## config.mk

```make
export PLATFORM = sky130hd
export DESIGN_NAME = loop_engine
export DESIGN_NICKNAME = d
export VERILOG_FILES = /design/src/rtl/loop_engine.sv
export SDC_FILE = /design/constraint.sdc
export NUM_CORES = 2
export LEC_CHECK = 0
export ABC_CLOCK_PERIOD_IN_PS = 11700
export BUFFER_PORTS_ARGS = -buffer_cell sky130_fd_sc_hd__buf_2
export CORE_UTILIZATION = 45
export CTS_BUF_LIST = sky130_fd_sc_hd__clkbuf_4 sky130_fd_sc_hd__clkbuf_8
export CTS_CLUSTER_DIAMETER = 150
export DETAILED_ROUTE_END_ITERATION = 7
export HOLD_SLACK_MARGIN = 0.05
export PLACE_DENSITY = 0.69
export REMOVE_ABC_BUFFERS = 1
export SYNTH_ARGS = -nofsm -noshare
export SYNTH_HDL_FRONTEND = slang
export SYNTH_SLANG_ARGS = --single-unit
```

## constraint.sdc

```tcl
create_clock -name clk -period 11.7 [get_ports clk]
set_clock_uncertainty 0.15 [all_clocks]
set_input_delay 2.34 -clock clk [delete_from_list [all_inputs] [get_ports clk]]
set_output_delay 2.34 -clock clk [all_outputs]
set_load 0.1 [all_outputs]
```

## src/rtl/loop_engine.sv

```systemverilog
module loop_engine #(
  parameter int XW       = 16,
  parameter int AW       = 64,
  parameter int LIMIT    = 100000,
  parameter int MAX_ITER = 1024,
  localparam int CW      = $clog2(MAX_ITER + 1),
  localparam int SW      = XW + CW
) (
  input  logic          clk,
  input  logic          rst,
  input  logic          start,
  input  logic [XW-1:0] x_in,
  output logic          done,
  output logic          err,
  output logic [SW-1:0] sum_out,
  output logic [AW-1:0] acc_out,
  output logic [CW-1:0] iter_out
);

  typedef enum logic [2:0] {S_IDLE, S_INIT, S_TEST, S_ADD, S_MUL, S_FIN} state_t;

  localparam logic [AW-1:0] LIM = AW'(LIMIT);
  localparam logic [CW-1:0] CAP = CW'(MAX_ITER);

  state_t          st;
  logic [XW-1:0]   opnd;
  logic [SW-1:0]   sum;
  logic [AW-1:0]   acc;
  logic [CW-1:0]   iters;
  logic [AW+SW-1:0] prod;
  logic [AW-1:0]   acc_next;
  logic            lt, at_cap;

  assign lt       = acc < LIM;
  assign at_cap   = iters == CAP;
  assign prod     = {{SW{1'b0}}, acc} * {{AW{1'b0}}, sum};
  assign acc_next = (|prod[AW+SW-1:AW]) ? {AW{1'b1}} : prod[AW-1:0];

  always_ff @(posedge clk) begin
    if (rst) begin
      st    <= S_IDLE;
      opnd  <= '0;
      sum   <= '0;
      acc   <= '0;
      iters <= '0;
      err   <= 1'b0;
    end else begin
      unique case (st)
        S_IDLE: if (start) st <= S_INIT;
        S_INIT: begin
          sum   <= '0;
          opnd  <= x_in;
          acc   <= AW'(1);
          iters <= '0;
          err   <= 1'b0;
          st    <= S_TEST;
        end
        S_TEST: begin
          if (!lt) st <= S_FIN;
          else if (at_cap) begin
            err <= 1'b1;
            st  <= S_FIN;
          end else st <= S_ADD;
        end
        S_ADD: begin
          sum <= sum + SW'(opnd);
          st  <= S_MUL;
        end
        S_MUL: begin
          acc   <= acc_next;
          iters <= iters + 1'b1;
          st    <= S_TEST;
        end
        S_FIN:   st <= S_IDLE;
        default: st <= S_IDLE;
      endcase
    end
  end

  assign done     = st == S_FIN;
  assign sum_out  = sum;
  assign acc_out  = acc;
  assign iter_out = iters;

endmodule

```

==> flow_metrics.py <==
metrics = {
    "sta": {
        "period_needed_ns": 10.96,
        "worstMarginPinSlew_ns": 1.32,
        "rsz0062_at_grt": "false",
        "relSlewSlack": 0.119,
        "fmax_mhz": 91.2,
        "period_share": 0.937,
        "timing.final.ws_setup_ns": 0.738,
        "setup_viol": 0,
        "slew_violations": 0,
        "final_hold_viol_count": 0,
        "setup_tns_ns": 0,
    },
    "power_and_ir_drop": {
        "report.power.total_mw": 2.66,
        "pwr_density_cell_nw_per_um2": 42.9,
        "ir_worst_vdd_mv": 0.0863,
        "power.leakage_nw": 30.2,
    },
    "place": {
        "pre_cts_ws_ns": 1.16,
        "gp_congestion": 0.958,
        "io_buffers": 122,
        "dpl_cell_area_um2": 61600,
        "hpwlAfterDp_um": 140000,
    },
    "worst_setup_path": {
        "timing.rr.end": "acc_out[11]$_SDFFE_PP0P_",
        "rr_worst_depth": 29,
        "cp.required_ns": 11.88,
        "crit_start": "sum_out[6]$_SDFFE_PP0P_",
        "slowest_delay_ns": 0.94,
        "crit_path_start_kind": "flop",
        "rr_startpoint": "sum_out[6]$_SDFFE_PP0P_",
        "critPathSlowestCell": "nor3_1",
        "critPathArrivalTime_ns": 11.15,
        "crit_path_end": "acc_out[11]$_SDFFE_PP0P_",
        "cp_max_fo": 35,
        "end_kind": "flop",
        "crit_top_cell": "fa_1",
        "critPathKind": "flop to flop",
        "r2r_slack_ns": 0.74,
    },
    "synth": {
        "synth_seq_cells": 122,
        "synthTopCellsByCount": "1639 x inv_1, 1550 x fa_1, 1197 x nand2_1, 701 x and2_1, 442 x clkbuf_1",
        "synth_top_area_share": 0.520,
        "yosys.area.top_type": "fa_1",
        "yosysMostFrequentCell": "inv_1",
        "synthFlopType": "dfxtp_1",
        "ys_top_cells_by_area": "fa_1 52%, inv_1 10%, nand2_1 7.5%, and2_1 7.4%, ha_1 5.2%",
        "netlist_area_um2": 59600,
        "ys_types": 80,
        "netlist_instances": 6926,
        "ys_seq_area_frac": 0.0410,
        "ys.warnings.count": 0,
        "syn_area_per_cell_um2": 8.61,
        "synth_edf_count": 0,
        "ys_async_sr_fraction": 0,
    },
    "drt": {
        "drtIter0Drc": 3565,
        "drt-pass1-iter-count": 5,
        "drc": 0,
        "ant_nets": 0,
        "vias": 46400,
        "wire_per_inst_um": 20.5,
        "finalWirelength_um": 174000,
        "detail_route.vias_per_cell": 5.48,
    },
    "cts": {
        "cts.root.buffer_cell": "clkbuf_8",
        "clk_path_buf_depth": 2,
        "clock_latency_ns": 0.52,
        "ctsHoldBuffers": 0,
        "post_cts_resized": 0,
        "cts_sinks": 122,
        "cts_setup_buffers": 0,
        "cts_tree": "yes",
        "clk_pin_slew_ns": 0.11,
        "cts_max_level": 4,
        "cts_inserted_buffers": 17,
    },
    "flow_run": {
        "maxCapViolCount": 0,
    },
    "hold_path": {
        "hold_path.class": "flop to flop",
        "min_from": "opnd[0]$_SDFFE_PP0P_",
        "holdPathStages": 2,
    },
    "layout": {
        "drive_gt1_frac": 0.0454,
        "nets": 8524,
        "syn2layout_area_growth_pct": 3.97,
        "multi_input_area_um2": 49200,
        "nFillCells": 12500,
        "final_cell_area_um2": 62000,
        "layout.area.seq_um2": 2480,
    },
    "die": {
        "core-area_um2": 131000,
        "io_pins": 123,
        "initial_utilization": 0.454,
        "fp-row-count": 133,
        "die-area_um2": 134000,
        "die-width_um": 366,
        "die_h_um": 366,
    },
    "global_route": {
        "grt_pass1_wl_um": 282000,
        "overflow": 0,
        "grt_pass1_vias": 50500,
        "grt_max_degree": 84,
        "grt_antenna_before_repair": 1,
        "grt_usage": 0.268,
    },
    "run_status": {
        "status": "completed",
    },
}
-- worst min-delay path by stage --
stage | end | slack [ns]
finish | opnd[0]$_SDFFE_PP0P_ | 0.32
global route | opnd[8]$_SDFFE_PP0P_ | 0.35
CTS | opnd[0]$_SDFFE_PP0P_ | 0.32
detailed placement | opnd[0]$_SDFFE_PP0P_ | 0.30
global placement | opnd[13]$_SDFFE_PP0P_ | 0.31
floorplan | opnd[0]$_SDFFE_PP0P_ | 0.28
-- flip-flops by register name, summed over array words and instances, names as in the netlist --
signal,count
opnd,16
acc_out,64
st,3
iter_out,11
err,1
sum_out,27
-- cells by family (layout without fill, tap and decap cells) --
logic type,Yosys count,count (layout),synth area share
AND/OR/NAND/NOR,2238,2238,0.179
buffers and inverters,2105,1899,0.133
adder cells (fa/ha/maj),1798,1798,0.572
AO/OA/AOI/OAI,565,565,0.0594
flip-flops,122,122,0.0410
XOR/XNOR,89,89,0.0131
multiplexers,9,9,0.00157
other,0,1,0
-- routing by layer --
metal	global-route usage	part of all wire	vias to the layer above
li1	-	-	19700
met1	0.367	0.41	24100
met2	0.435	0.47	2340
met3	0.0410	0.093	359
met4	0.0850	0.033	0
met5	0	0	-
-- critical path: cells and delay by family (launching register included) --
family / cells / cell delay [ns]
adders and majority gates: 8 / 4.00
DFF: 1 / 0.89
and+or+nand+nor: 6 / 2.16
buffers and inverters: 8 / 1.36
AOI/OAI and AO/OA: 7 / 2.14
-- stage by stage --
| stage | hold slack [ns] | std cells | utilization |
|---|---|---|---|
| after global routing | 0.350 | 8476 | 0.472 |
| final | 0.317 | 8476 | 0.472 |
| after floorplan | 0.284 | 6461 | - |
| after global placement | 0.308 | 8443 | 0.468 |
| after detailed placement | 0.304 | 8443 | 0.468 |
| after CTS | 0.320 | 8475 | 0.472 |
-- placed cells by master (no fill, tap or decap), types with 5 or more instances in the layout --
cell / n
nor4_1: 28
buf_2: 121
xnor2_1: 47
a211oi_1: 77
inv_1: 1639
ha_1: 248
inv_6: 6
o21bai_1: 20
and2_1: 701
mux2i_1: 6
or4_1: 6
nand3_1: 40
nand3b_1: 5
o31ai_1: 8
nor3_1: 29
nor2_1: 119
xor2_1: 42
nand2_1: 1197
nand4_1: 46
o21ai_0: 66
a22oi_1: 19
dfxtp_2: 29
nand2b_1: 9
a221oi_1: 5
o21ai_1: 27
or3_1: 15
o211ai_1: 17
o21a_1: 15
a21oi_1: 227
dfxtp_1: 93
fa_1: 1550
nor2b_1: 10
clkbuf_8: 17
buf_12: 8
and3_1: 11
a31oi_1: 7
buf_4: 98
a21o_1: 26
-- cell type report --
class / instances / area share
antenna: 1 / 0.0000404
clock buffer: 17 / 0.00377
clock inverter: 15 / 0.00287
inverter: 1640 / 0.0993
multi-input combinational: 4699 / 0.794
sequential: 122 / 0.0400
tap: 1755 / 0.0354
timing repair buffer: 227 / 0.0242
-- where the power goes --
| group | internal [mW] | switching, mW |
|---|---|---|
| registers | 0.484 | 0.266 |
| logic | 0.268 | 1.20 |
| clock network | 0.197 | 0.239 |
(Power assumes the default switching activity.)
